File: src/rtl/asram_pkg.sv
package asram_pkg;

    typedef enum logic [2:0] {
        ST_IDLE,
        ST_RD_ACC,
        ST_WR_SETUP,
        ST_WR_PULSE,
        ST_WR_REC,
        ST_RECOV
    } st_e;

    typedef struct packed {
        logic cs_n;
        logic cs;
        logic oe_n;
        logic we_n;
        logic lb_n;
        logic ub_n;
        logic dq_oe;
    } strobe_t;

    localparam strobe_t STROBE_STANDBY = '{
        cs_n:  1'b1,
        cs:    1'b0,
        oe_n:  1'b1,
        we_n:  1'b1,
        lb_n:  1'b1,
        ub_n:  1'b1,
        dq_oe: 1'b0
    };

endpackage

File: src/rtl/asram_timer.sv
module asram_timer #(
    parameter int CW = 4
) (
    input  logic          clk,
    input  logic          rst_n,
    input  logic          load,
    input  logic [CW-1:0] load_val,
    output logic          zero
);

    logic [CW-1:0] cnt_q;

    always_ff @(posedge clk) begin
        if (!rst_n) begin
            cnt_q <= '0;
        end else if (load) begin
            cnt_q <= load_val;
        end else if (cnt_q != '0) begin
            cnt_q <= cnt_q - 1'b1;
        end
    end

    assign zero = (cnt_q == '0);

endmodule

File: src/rtl/asram_fsm.sv
module asram_fsm
    import asram_pkg::*;
#(
    parameter int RD_CYC  = 7,
    parameter int WP_CYC  = 5,
    parameter int WC_CYC  = 7,
    parameter int RD_TURN = 3,
    parameter int WR_TURN = 1
) (
    input  logic clk,
    input  logic rst_n,
    input  logic req_valid,
    input  logic req_write,
    output st_e  state_q,
    output st_e  state_d,
    output logic accept,
    output logic rd_finish,
    output logic wr_finish
);

    localparam int REC_CYC = WC_CYC - WP_CYC - 1;
    localparam int MAX_A   = (RD_CYC > WP_CYC) ? RD_CYC : WP_CYC;
    localparam int MAX_B   = (RD_TURN > WR_TURN) ? RD_TURN : WR_TURN;
    localparam int MAX_C   = (MAX_A > MAX_B) ? MAX_A : MAX_B;
    localparam int MAX_ALL = (MAX_C > REC_CYC) ? MAX_C : REC_CYC;
    localparam int CW      = $clog2(MAX_ALL + 1);

    logic          tmr_load;
    logic [CW-1:0] tmr_val;
    logic          tmr_zero;

    asram_timer #(.CW(CW)) u_timer (
        .clk      (clk),
        .rst_n    (rst_n),
        .load     (tmr_load),
        .load_val (tmr_val),
        .zero     (tmr_zero)
    );

    always_ff @(posedge clk) begin
        if (!rst_n) begin
            state_q <= ST_IDLE;
        end else begin
            state_q <= state_d;
        end
    end

    always_comb begin
        state_d   = state_q;
        tmr_load  = 1'b0;
        tmr_val   = '0;
        accept    = 1'b0;
        rd_finish = 1'b0;
        wr_finish = 1'b0;
        unique case (state_q)
            ST_IDLE: begin
                if (req_valid) begin
                    accept   = 1'b1;
                    tmr_load = 1'b1;
                    if (req_write) begin
                        state_d = ST_WR_SETUP;
                        tmr_val = '0;
                    end else begin
                        state_d = ST_RD_ACC;
                        tmr_val = CW'(RD_CYC - 1);
                    end
                end
            end
            ST_RD_ACC: begin
                if (tmr_zero) begin
                    state_d   = ST_RECOV;
                    tmr_load  = 1'b1;
                    tmr_val   = CW'(RD_TURN - 1);
                    rd_finish = 1'b1;
                end
            end
            ST_WR_SETUP: begin
                if (tmr_zero) begin
                    state_d  = ST_WR_PULSE;
                    tmr_load = 1'b1;
                    tmr_val  = CW'(WP_CYC - 1);
                end
            end
            ST_WR_PULSE: begin
                if (tmr_zero) begin
                    state_d  = ST_WR_REC;
                    tmr_load = 1'b1;
                    tmr_val  = CW'(REC_CYC - 1);
                end
            end
            ST_WR_REC: begin
                if (tmr_zero) begin
                    state_d   = ST_RECOV;
                    tmr_load  = 1'b1;
                    tmr_val   = CW'(WR_TURN - 1);
                    wr_finish = 1'b1;
                end
            end
            ST_RECOV: begin
                if (tmr_zero) begin
                    state_d = ST_IDLE;
                end
            end
            default: begin
                state_d = ST_IDLE;
            end
        endcase
    end

endmodule

File: src/rtl/asram_strobe.sv
module asram_strobe
    import asram_pkg::*;
(
    input  logic       clk,
    input  logic       rst_n,
    input  st_e        state_d,
    input  logic [1:0] mask_nxt,
    output strobe_t    strobe_q
);

    strobe_t strobe_d;

    always_comb begin
        strobe_d = STROBE_STANDBY;
        unique case (state_d)
            ST_RD_ACC: begin
                strobe_d.cs_n = 1'b0;
                strobe_d.cs   = 1'b1;
                strobe_d.oe_n = 1'b0;
                strobe_d.lb_n = ~mask_nxt[0];
                strobe_d.ub_n = ~mask_nxt[1];
            end
            ST_WR_SETUP, ST_WR_REC: begin
                strobe_d.cs_n = 1'b0;
                strobe_d.cs   = 1'b1;
                strobe_d.lb_n = ~mask_nxt[0];
                strobe_d.ub_n = ~mask_nxt[1];
            end
            ST_WR_PULSE: begin
                strobe_d.cs_n  = 1'b0;
                strobe_d.cs    = 1'b1;
                strobe_d.we_n  = 1'b0;
                strobe_d.dq_oe = 1'b1;
                strobe_d.lb_n  = ~mask_nxt[0];
                strobe_d.ub_n  = ~mask_nxt[1];
            end
            default: begin
                strobe_d = STROBE_STANDBY;
            end
        endcase
    end

    always_ff @(posedge clk) begin
        if (!rst_n) begin
            strobe_q <= STROBE_STANDBY;
        end else begin
            strobe_q <= strobe_d;
        end
    end

endmodule

File: src/rtl/asram_datapath.sv
module asram_datapath #(
    parameter int AW    = 18,
    parameter int DW    = 16,
    parameter int LANES = 2
) (
    input  logic             clk,
    input  logic             rst_n,
    input  logic             accept,
    input  logic             rd_finish,
    input  logic             wr_finish,
    input  logic [AW-1:0]    req_addr,
    input  logic [DW-1:0]    req_wdata,
    input  logic [LANES-1:0] req_mask,
    input  logic [DW-1:0]    dq_in,
    output logic [AW-1:0]    addr_q,
    output logic [DW-1:0]    wdata_q,
    output logic [LANES-1:0] mask_nxt,
    output logic [DW-1:0]    rdata_q,
    output logic             done_q
);

    localparam int LW = DW / LANES;

    logic [LANES-1:0] mask_q;
    logic [DW-1:0]    rd_masked;

    assign mask_nxt = accept ? req_mask : mask_q;

    for (genvar g = 0; g < LANES; g++) begin : g_lane
        assign rd_masked[g*LW +: LW] = mask_q[g] ? dq_in[g*LW +: LW] : '0;
    end

    always_ff @(posedge clk) begin
        if (!rst_n) begin
            addr_q  <= '0;
            wdata_q <= '0;
            mask_q  <= '0;
        end else if (accept) begin
            addr_q  <= req_addr;
            wdata_q <= req_wdata;
            mask_q  <= req_mask;
        end
    end

    always_ff @(posedge clk) begin
        if (!rst_n) begin
            rdata_q <= '0;
            done_q  <= 1'b0;
        end else begin
            done_q <= rd_finish | wr_finish;
            if (rd_finish) begin
                rdata_q <= rd_masked;
            end
        end
    end

endmodule

File: src/rtl/asram_ctrl.sv
module asram_ctrl
    import asram_pkg::*;
#(
    parameter int AW      = 18,
    parameter int DW      = 16,
    parameter int LANES   = 2,
    parameter int RD_CYC  = 7,
    parameter int WP_CYC  = 5,
    parameter int WC_CYC  = 7,
    parameter int RD_TURN = 3,
    parameter int WR_TURN = 1
) (
    input  logic             clk,
    input  logic             rst_n,
    input  logic             req_valid,
    output logic             req_ready,
    input  logic             req_write,
    input  logic [AW-1:0]    req_addr,
    input  logic [DW-1:0]    req_wdata,
    input  logic [LANES-1:0] req_mask,
    output logic             done,
    output logic [DW-1:0]    rdata,
    output logic [AW-1:0]    sram_addr,
    output logic             sram_cs_n,
    output logic             sram_cs,
    output logic             sram_oe_n,
    output logic             sram_we_n,
    output logic             sram_lb_n,
    output logic             sram_ub_n,
    output logic [DW-1:0]    sram_dq_o,
    output logic             sram_dq_oe,
    input  logic [DW-1:0]    sram_dq_i
);

    st_e              state_q;
    st_e              state_d;
    logic             accept;
    logic             rd_finish;
    logic             wr_finish;
    logic [LANES-1:0] mask_nxt;
    strobe_t          strobe_q;

    asram_fsm #(
        .RD_CYC  (RD_CYC),
        .WP_CYC  (WP_CYC),
        .WC_CYC  (WC_CYC),
        .RD_TURN (RD_TURN),
        .WR_TURN (WR_TURN)
    ) u_fsm (
        .clk       (clk),
        .rst_n     (rst_n),
        .req_valid (req_valid),
        .req_write (req_write),
        .state_q   (state_q),
        .state_d   (state_d),
        .accept    (accept),
        .rd_finish (rd_finish),
        .wr_finish (wr_finish)
    );

    asram_datapath #(
        .AW    (AW),
        .DW    (DW),
        .LANES (LANES)
    ) u_dp (
        .clk       (clk),
        .rst_n     (rst_n),
        .accept    (accept),
        .rd_finish (rd_finish),
        .wr_finish (wr_finish),
        .req_addr  (req_addr),
        .req_wdata (req_wdata),
        .req_mask  (req_mask),
        .dq_in     (sram_dq_i),
        .addr_q    (sram_addr),
        .wdata_q   (sram_dq_o),
        .mask_nxt  (mask_nxt),
        .rdata_q   (rdata),
        .done_q    (done)
    );

    asram_strobe u_strobe (
        .clk      (clk),
        .rst_n    (rst_n),
        .state_d  (state_d),
        .mask_nxt (mask_nxt[1:0]),
        .strobe_q (strobe_q)
    );

    assign req_ready  = (state_q == ST_IDLE);
    assign sram_cs_n  = strobe_q.cs_n;
    assign sram_cs    = strobe_q.cs;
    assign sram_oe_n  = strobe_q.oe_n;
    assign sram_we_n  = strobe_q.we_n;
    assign sram_lb_n  = strobe_q.lb_n;
    assign sram_ub_n  = strobe_q.ub_n;
    assign sram_dq_oe = strobe_q.dq_oe;

endmodule

File: config.mk
export PLATFORM = sky130hd
export DESIGN_NAME = asram_ctrl
export DESIGN_NICKNAME = d
export VERILOG_FILES = /design/src/rtl/asram_pkg.sv /design/src/rtl/asram_timer.sv /design/src/rtl/asram_fsm.sv /design/src/rtl/asram_strobe.sv /design/src/rtl/asram_datapath.sv /design/src/rtl/asram_ctrl.sv
export SDC_FILE = /design/constraint.sdc
export NUM_CORES = 1
export LEC_CHECK = 0
export CAP_MARGIN = 20
export CORE_MARGIN = 3
export CORE_UTILIZATION = 34
export DETAILED_ROUTE_END_ITERATION = 16
export GPL_ROUTABILITY_DRIVEN = 0
export GPL_TIMING_DRIVEN = 0
export PLACE_DENSITY_LB_ADDON = 0.2
export RECOVER_POWER = 25
export SLEW_MARGIN = 30
export SYNTH_ARGS = -nofsm -noshare
export SYNTH_HDL_FRONTEND = slang
export SYNTH_SLANG_ARGS = --single-unit
File: constraint.sdc
create_clock -name clk -period 1.6 [get_ports clk]
set_input_delay 0.32 -clock clk [delete_from_list [all_inputs] [get_ports clk]]
set_output_delay 0.32 -clock clk [all_outputs]
set_load 0.02 [all_outputs]
==> metrics, run 1 <==
status complete, no violations; Final Hold Viols 0; r2r setup slk 0.05 ns; Synth area leader dfxtp_1; CP required 1.28 ns; Worst-Skew Late Latency around 0.33 ns; Critical-path top delay cell or3_4; Worst R2R End u_strobe.strobe_q[0]; Tcrit/Tclk final 0.987; vias in the first global route 2415; post-synth cell types 34; number of synthesized register bits between 60 and 70; area of the multi-input gates between 1000 and 1500 sq um; Post-DP HPWL 5330 um; Mapped Area 2650 sq um; H-tree depth 3; initial antenna violation count 0; initial DRC count 42; Fmax 633 MHz; Critical Path Source u_fsm.state_q[2]; CTS tree yes; Die H 94.3 um; Hold Path Stages 3; post-synth top area share 0.498; crit path time final 1.58 ns; drt first pass iters 4; Root Driver clkbuf_8; Total Routed Length 7330 um; critical path data arrival time between 1 and 1.5 ns; Finish-stage setup viols 0; Sw Ratio 0.366; P_int 3.92 mW; Starting Density 0.358; Via density ~4.7; Setup crit end kind output pin; worst vdd ir 0.00108 V; cell count after synthesis between 300 and 400; CP Capture Point req_ready; Mean Syn Cell Area 8.51 sq um; Slew @ Worst Pin 0.523 ns; worst r2r path cells 7; Setup CP Type reg -> out; hold crit path type in -> reg; clk sink count 66; non-filler instance count after layout 542; sequential share of power 0.347; grt ovf 0; clock power share 0.231; Logic pwr share 0.422; die area slightly below 9000 sq um; DR vias roughly 2500; dpl cell area 3900 sq um; YS warnings 0; pwr/cell area about 1500 nW/um^2; Slew Viols, Final 0; Fill cells 721; num rows 31; share of cells above drive strength 1 0.120; Inst Count DP between 500 and 600; number of synthesized flops with an enable pin 0; static leakage 1.70 nW; final instance area 4060 sq um; Core Region approximately 7400 sq um; Max Buffers Root-to-Sink 2; IO Port Bufs 112; register area share after synthesis 0.498; Total GRT Usage 0.165; first-pass GRT wire length 11400 um; RSZ-0062 raised after global routing yes; die width about 94 um; startpoint types flop; Slew Limit Headroom 0.651; total CTS buffers 9; MaxCap Viol Count 0; Setup Skew 0.00743 ns; Reg-to-Reg Start u_fsm.u_timer.cnt_q[0]; Syn Nets 370; detailed-route DRC error count 0; critical-path cell list or3_4, inv_4, buf_6; top-count cell post-synth nand2_1; P&R area growth vs syn 52.9%; largest fanout on the critical path 2; Top Ports 115; largest net degree at the start of global routing 11; post-route ant nets 0; Area contributors post-synth dfxtp_1 (50%), a21boi_1 (14%), nand2_1 (14%); Synth Flop Type dfxtp_1; Psw 2.26 mW; routed length per instance about 14 um; ant diodes 0; Nets 497; total area of sequential cells between 1000 and 1500 sq um; Post-synth ARST share 0; post-layout util 0.548; Post-synth top cells nand2_1 (97), dfxtp_1 (66), a21boi_1 (50); Hold Path Origin req_valid; clk slew on worst S/H paths approximately 0.07 ns; Worst path max stage delay 0.40 ns
power groups by stage:
stage	combinational (mW)	sequential (mW)	clock, mW
final	2.61	2.14	1.43
after global routing	2.88	2.18	1.56
after CTS	2.72	2.13	1.47
after detailed placement	2.58	2.17	0
after global placement	2.56	2.16	0
after floorplan	1.28	2.47	0
through the flow:
stage	TNS, ns	power (mW)	setup slack [ns]	hold slack, ns
2_1_floorplan	0	3.74	0.00301	0.455
3_3_place_gp	-3.20	4.71	-0.263	0.436
3_5_place_dp	-3.88	4.75	-0.321	0.444
4_1_cts	0	6.32	0.000725	0.365
5_1_grt	-0.127	6.62	-0.0390	0.414
6_report	0	6.18	0.0203	0.386
critical path: cells and delay by family (launching register included):
family,cells,cell delay (ns)
and+or+nand+nor,1,0.40
DFF,1,0.35
buffers and inverters,2,0.18
per-layer routing:
layer / GRT usage / part of all wire
met3: 0.0406 / 0.059
met1: 0.204 / 0.43
met5: 0 / 0
met2: 0.267 / 0.48
met4: 0.0890 / 0.025
how the worst min path moves through the flow:
stage	endpoint	slack, ns
3_5_place_dp	u_dp.addr_q[10]	0.44
2_1_floorplan	u_dp.addr_q[0]	0.45
3_3_place_gp	u_dp.rdata_q[14]	0.44
6_report	u_fsm.u_timer.cnt_q[2]	0.39
4_1_cts	u_fsm.u_timer.cnt_q[2]	0.36
5_1_grt	u_fsm.u_timer.cnt_q[2]	0.41
layout make-up:
cell class,count,share of cell area
multi-input combinational,216,0.305
timing repair buffer,117,0.247
buffer,23,0.0321
clock buffer,13,0.0416
inverter,6,0.00679
tap,99,0.0305
clock inverter,2,0.00864
sequential,66,0.328
logic make-up after synthesis:
kind of cell,after synthesis,synth area share
buf+inv,30,0.0547
fa+ha+maj,2,0.00943
flops,66,0.498
xor+xnor,2,0.00660
compound gates,72,0.201
mux,1,0.00377
simple gates,139,0.227
repair_timing:
| action | 4_1_cts | 5_1_grt |
|---|---|---|
| hold buffers | 0 | 0 |
| endpoints found under the setup margin | 60 | 59 |
| resized for setup | 65 | 26 |
| gates cloned | 1 | 0 |
| pin swaps | 8 | 6 |
| setup buffers | 4 | 0 |
| endpoints found under the hold margin | 0 | 0 |
cells in the final DEF (no fill, tap or decap), types with 2 or more instances in the layout:
master,n
clkdlybuf4s50_1,54
nand2b_1,3
clkbuf_8,12
nand2_1,95
buf_6,5
nand3_1,18
inv_4,2
a22oi_1,3
nor2b_1,4
o21ai_1,3
ha_4,2
and2_1,4
a21oi_1,3
dfxtp_2,4
buf_2,8
clkbuf_1,28
a21boi_1,50
inv_1,3
dlygate4sd2_1,39
nor2_1,6
xor2_1,2
nand2_2,2
dfxtp_1,61
buf_4,6
o21ai_0,4
registers in the layout (all words and copies together), names as in the netlist:
signal               flops
u_dp.addr_q             18
u_fsm.u_timer.cnt_q      3
u_dp.mask_q              2
u_dp.rdata_q            16
u_strobe.strobe_q        7
u_dp.wdata_q            16
u_fsm.state_q            3
u_dp.done_q              1
(Power assumes the default switching activity.)
==> run 2: changes to the inputs <==
- CORE_MARGIN: 3 -> not set
==> run 2 against run 1 <==
Combinational power up 10%. Sequential power about the same. Hold slack worse by 0.0083 ns. Final area up 4.9%. Fmax down 0.23%. Clock power up 15%.
==> metrics, run 2 (synthesis gave the netlist of run 1 again) <==
Hold Buf Count CTS 0 (unchanged); routed length per instance 13.3 um (was 13.5 um); Critical-path top delay cell or3_4 (unchanged); Tcrit/Tclk final 0.990 (was 0.987); Setup CP Type reg -> out (unchanged); Setup crit end kind output pin (unchanged); area of the multi-input gates 1270 sq um (was 1240 sq um); die width 90.3 um (was 94.3 um); CP required 1.28 ns (about the same); clk sink count 66 (unchanged); total area of sequential cells 1330 sq um (unchanged); first-pass GRT wire length 11700 um (was 11400 um); detailed-route DRC error count 0 (unchanged); Largest Register u_dp.addr_q (unchanged); drt first pass iters 4 (unchanged); vias in the first global route 2431 (was 2415); pwr/cell area 1560 nW/um^2 (was 1520 nW/um^2); Starting Density 0.358 (unchanged); grt ovf 0 (unchanged); Setup Skew 0.00504 ns (was 0.00743 ns); Slew Viols, Final 0 (unchanged); critical path data arrival time 1.26 ns (about the same); RSZ-0062 raised after global routing yes (unchanged); Nets 501 (was 497); initial DRC count 83 (was 42); IO Port Bufs 112 (unchanged); hold crit path type in -> reg (unchanged); status complete, no violations (unchanged); initial antenna violation count 0 (unchanged); Die H 90.3 um (was 94.3 um); Max Buffers Root-to-Sink 2 (unchanged); pre-CTS WS -0.265 ns (was -0.321 ns); share of cells above drive strength 1 0.145 (was 0.120); largest net degree at the start of global routing 12 (was 11); Slew @ Worst Pin 0.540 ns (was 0.523 ns); post-route ant nets 0 (unchanged); largest fanout on the critical path 4 (was 2); MaxCap Viol Count 0 (unchanged); Slew Limit Headroom 0.640 (was 0.651); Root Driver clkbuf_8 (unchanged); max FFs per register 18 (unchanged); P&R area growth vs syn 60.3% (was 52.9%); Core Region 7410 sq um (unchanged); Hold Slack 0.377 ns (was 0.386 ns); Fill cells 718 (was 721); Worst path max stage delay 0.40 ns (about the same); DR vias 2515 (was 2533); die area 8160 sq um (was 8900 sq um); Finish-stage setup viols 0 (unchanged); Worst-Skew Late Latency 0.33 ns (about the same); worst vdd ir 0.00103 V (was 0.00108 V); num rows 31 (unchanged); ant diodes 0 (unchanged); Fmax 632 MHz (was 633 MHz); Final WS setup 0.0166 ns (was 0.0203 ns); crit path time final 1.58 ns (about the same); largest registers u_dp.addr_q x18, u_dp.rdata_q x16, u_dp.wdata_q x16 (unchanged); most frequent cells in the layout nand2_1 (95), dfxtp_1 (61), clkdlybuf4s50_1 (54), dlygate4sd2_1 (51), a21boi_1 (49) (was nand2_1 (95), dfxtp_1 (61), clkdlybuf4s50_1 (54), a21boi_1 (50), dlygate4sd2_1 (39)); Top Ports 115 (unchanged); Via density 4.60 (was 4.67); commonest non-fill, non-tap cell in the layout nand2_1 (unchanged); CTS tree yes (unchanged); Final Hold Viols 0 (unchanged); startpoint types flop (unchanged); critical-path cell list or3_4, inv_4, buf_6 (unchanged); Total GRT Usage 0.183 (was 0.165); clk slew on worst S/H paths 0.07 ns (about the same); Final TNS setup 0 ns (unchanged); static leakage 1.84 nW (was 1.70 nW); H-tree depth 3 (unchanged); Total Routed Length 7260 um (was 7330 um); Post-DP HPWL 5060 um (was 5330 um); total CTS buffers 9 (unchanged)
## run 2: critical path, delay by kind of cell, from the launching register on
kind,cells,cell delay (ns)
buf+inv,2,0.18
flops,1,0.35
simple gates,1,0.40
## run 2: final timing paths
path	depth (start not counted)	startpoint	end	slack [ns]
worst max-delay path	3	u_fsm.state_q[0]	req_ready	0.02
worst min-delay path	3	req_valid	u_fsm.u_timer.cnt_q[2]	0.38
worst max register to register	9	u_fsm.u_timer.cnt_q[0]	u_dp.rdata_q[6]	0.07
worst min register to register	2	u_dp.rdata_q[3]	u_dp.rdata_q[3]	0.45
## run 2: area by class of cell
type,count,area share
plain buffers,23,0.0350
repair buffers,121,0.263
well taps,99,0.0291
clock buffers,10,0.0300
multi-input cells,216,0.299
clock inverters,6,0.0247
inverters,6,0.00588
flip-flops and latches,66,0.313
## run 2: metal layers
layer,global-route usage,part of all wire
met5,0,0
met4,0.0699,0.013
met3,0.0564,0.053
met2,0.307,0.49
met1,0.219,0.45
## run 2: through the flow
stage	utilization	area, sq um	total power [mW]	std cells
2_1_floorplan	-	2660	3.74	312
3_3_place_gp	0.527	3900	4.71	523
3_5_place_dp	0.527	3900	4.76	523
4_1_cts	0.571	4230	6.65	546
5_1_grt	0.574	4260	7.08	547
6_report	0.574	4260	6.66	547
## run 2: power breakdown
| part | internal (mW) | total [mW] | switching (mW) | leakage, nW |
|---|---|---|---|---|
| clock network | 1.03 | 1.64 | 0.613 | 0.120 |
| registers | 1.98 | 2.14 | 0.159 | 0.541 |
| logic | 1.29 | 2.88 | 1.59 | 1.18 |
| total | 4.29 | 6.66 | 2.37 | 1.84 |
## run 2: repair_timing
action | CTS | global route
gates cloned | 1 | 0
endpoints found under the setup margin | 68 | 51
gates resized for setup | 81 | 24
setup buffers | 6 | 2
pin swaps | 5 | 12
==> run 3: changes to the inputs <==
- TNS_END_PERCENT: not set -> 10
==> run 3 against run 2 <==
Cell count decreased by 0.37%. Final area decreased by 1.1%. Core utilization decreased by 0.61 points. Largest power group unchanged. Critical endpoint unchanged. Highest routed layer unchanged.
==> metrics, run 3 (synthesis gave the netlist of run 1 again) <==
Fmax 626 MHz (was 632 MHz); detailed-route DRC error count 0 (unchanged); first-pass GRT wire length 11700 um (unchanged); static leakage 1.82 nW (was 1.84 nW); Slew Viols, Final 0 (unchanged); Max Buffers Root-to-Sink 2 (unchanged); Final WS setup 0.00327 ns (was 0.0166 ns); kind of cell adding the most delay to the critical path simple AND/OR/NAND/NOR gates (unchanged); Die H 90.3 um (unchanged); CTS tree yes (unchanged); routed length per instance 13.3 um (about the same); max FFs per register 18 (unchanged); status complete, no violations (unchanged); Worst path max stage delay 0.40 ns (about the same); Worst-Skew Late Latency 0.34 ns (was 0.33 ns); largest fanout on the critical path 4 (unchanged); initial antenna violation count 0 (unchanged); Setup CP Type reg -> out (unchanged); post-layout util 0.568 (was 0.574); CP required 1.28 ns (about the same); Logic pwr share 0.428 (was 0.433); pwr/cell area 1570 nW/um^2 (was 1560 nW/um^2); Total Routed Length 7270 um (was 7260 um); die area 8160 sq um (unchanged); GR Util met1 0.219 (unchanged); P&R area growth vs syn 58.7% (was 60.3%); num rows 31 (unchanged); MaxCap Viol Count 0 (unchanged); critical path data arrival time 1.28 ns (was 1.26 ns); pre-CTS WS -0.265 ns (unchanged); Worst Hold End u_fsm.u_timer.cnt_q[2] (unchanged); Via density 4.62 (was 4.60); Root Driver clkbuf_8 (unchanged); clk slew on worst S/H paths 0.07 ns (about the same); Hold Slack 0.392 ns (was 0.377 ns); clock power share 0.249 (was 0.246); Finish-stage setup viols 0 (unchanged); GR Util met2 0.307 (unchanged); largest registers u_dp.addr_q x18, u_dp.rdata_q x16, u_dp.wdata_q x16 (unchanged); Total GRT Usage 0.183 (unchanged); RSZ-0062 raised after global routing yes (unchanged); Final Hold Viols 0 (unchanged); Setup crit end kind output pin (unchanged); Core Region 7410 sq um (unchanged); most frequent cells in the layout nand2_1 (94), dfxtp_1 (62), clkdlybuf4s50_1 (54), dlygate4sd2_1 (51), a21boi_1 (50) (was nand2_1 (95), dfxtp_1 (61), clkdlybuf4s50_1 (54), dlygate4sd2_1 (51), a21boi_1 (49)); met3 Usage GRT 0.0564 (unchanged); ant diodes 0 (unchanged); crit path time final 1.60 ns (was 1.58 ns); Sw Ratio 0.356 (was 0.355); Critical-path top delay cell or3_4 (unchanged); vias in the first global route 2431 (unchanged); largest net degree at the start of global routing 12 (unchanged); IO Port Bufs 112 (unchanged); commonest non-fill, non-tap cell in the layout nand2_1 (unchanged); Psw 2.35 mW (was 2.37 mW); worst r2r path cells 9 (unchanged); critical-path cell list or3_4, inv_4, buf_6 (unchanged); r2r setup slk 0.06 ns (was 0.07 ns); DR vias 2516 (was 2515); gr busiest metal met2 (unchanged); drt first pass iters 4 (unchanged); sequential share of power 0.323 (was 0.321); Setup Skew 0.00507 ns (was 0.00504 ns); worst vdd ir 0.00103 V (about the same); die width 90.3 um (unchanged); Critical path buffers and inverters 2 (unchanged); Slew @ Worst Pin 0.528 ns (was 0.540 ns); clk sink count 66 (unchanged); Inst Count DP 523 (unchanged); Starting Density 0.358 (unchanged); Reg-to-Reg Start u_fsm.u_timer.cnt_q[0] (unchanged); Hold Path Stages 3 (unchanged); P_int 4.25 mW (was 4.29 mW); initial DRC count 82 (was 83); hold crit path type in -> reg (unchanged); Post-DP HPWL 5060 um (unchanged); share of cells above drive strength 1 0.130 (was 0.145); post-route ant nets 0 (unchanged); Hold Buf Count CTS 0 (unchanged); non-filler instance count after layout 545 (was 547); Nets 499 (was 501); Worst R2R End u_dp.rdata_q[11] (was u_dp.rdata_q[6]); Largest Register u_dp.addr_q (unchanged); startpoint types flop (unchanged); Tcrit/Tclk final 0.998 (was 0.990); Slew Limit Headroom 0.648 (was 0.640); Top Ports 115 (unchanged); total CTS buffers 9 (unchanged); grt ovf 0 (unchanged); Hold Path Origin req_valid (unchanged); H-tree depth 3 (unchanged)
## run 3: changes by cell type in the layout (fill, tap and decap cells not counted), sizes merged
cell,delta
buf,-1
clkbuf,-1
## run 3: how the worst max path moves through the flow
stage,end,depth (start not counted),start
3_3_place_gp,u_dp.rdata_q[6],8,u_fsm.u_timer.cnt_q[0]
6_report,req_ready,3,u_fsm.state_q[0]
2_1_floorplan,u_dp.rdata_q[10],8,u_fsm.u_timer.cnt_q[0]
4_1_cts,req_ready,3,u_fsm.state_q[2]
3_5_place_dp,u_dp.rdata_q[7],8,u_fsm.u_timer.cnt_q[0]
5_1_grt,req_ready,3,u_fsm.state_q[0]
## run 3: routing by layer
metal  wire length [um]  part of all wire  vias to the layer above
li1                   -                 -                     1292
met4                 91             0.013                        0
met2               3520              0.48                       71
met3                380             0.052                        8
met1               3280              0.45                     1145
met5                  0                 0                        -
## run 3: power groups by stage
stage	clock network (mW)	logic, mW	registers, mW
after floorplan	0	1.28	2.47
after global placement	0	2.56	2.16
after detailed placement	0	2.59	2.17
after CTS	1.69	2.84	2.13
after global routing	1.76	3.09	2.18
final	1.64	2.82	2.13
## run 3: what timing repair did
item | in CTS | in global routing
endpoints found under the setup margin | 68 | 51
gates cloned | 1 | 0
pin swaps | 5 | 9
gates resized for setup | 81 | 17
setup buffers | 6 | 0
## run 3: cell type report
cell class | instances | area, sq um
multi-input combinational | 216 | 1250
sequential | 66 | 1330
timing repair buffer | 119 | 1110
clock buffer | 10 | 128
clock inverter | 6 | 105
tap | 99 | 124
inverter | 6 | 25.0
fill | 729 | 3200
buffer | 23 | 146
## run 3: worst min-delay path, delay by kind of cell
| family | cells | cell delay (ns) |
|---|---|---|
| buffers and inverters | 1 | 0.16 |
| AO/OA/AOI/OAI | 1 | 0.10 |
| AND/OR/NAND/NOR | 1 | 0.11 |
## run 3: stage by stage
step | area, sq um | total power [mW] | TNS [ns]
finish | 4210 | 6.60 | 0
floorplan | 2660 | 3.74 | 0
detailed placement | 3900 | 4.76 | -3.20
CTS | 4230 | 6.65 | -0.00478
global route | 4210 | 7.02 | -0.213
global placement | 3900 | 4.71 | -3.31
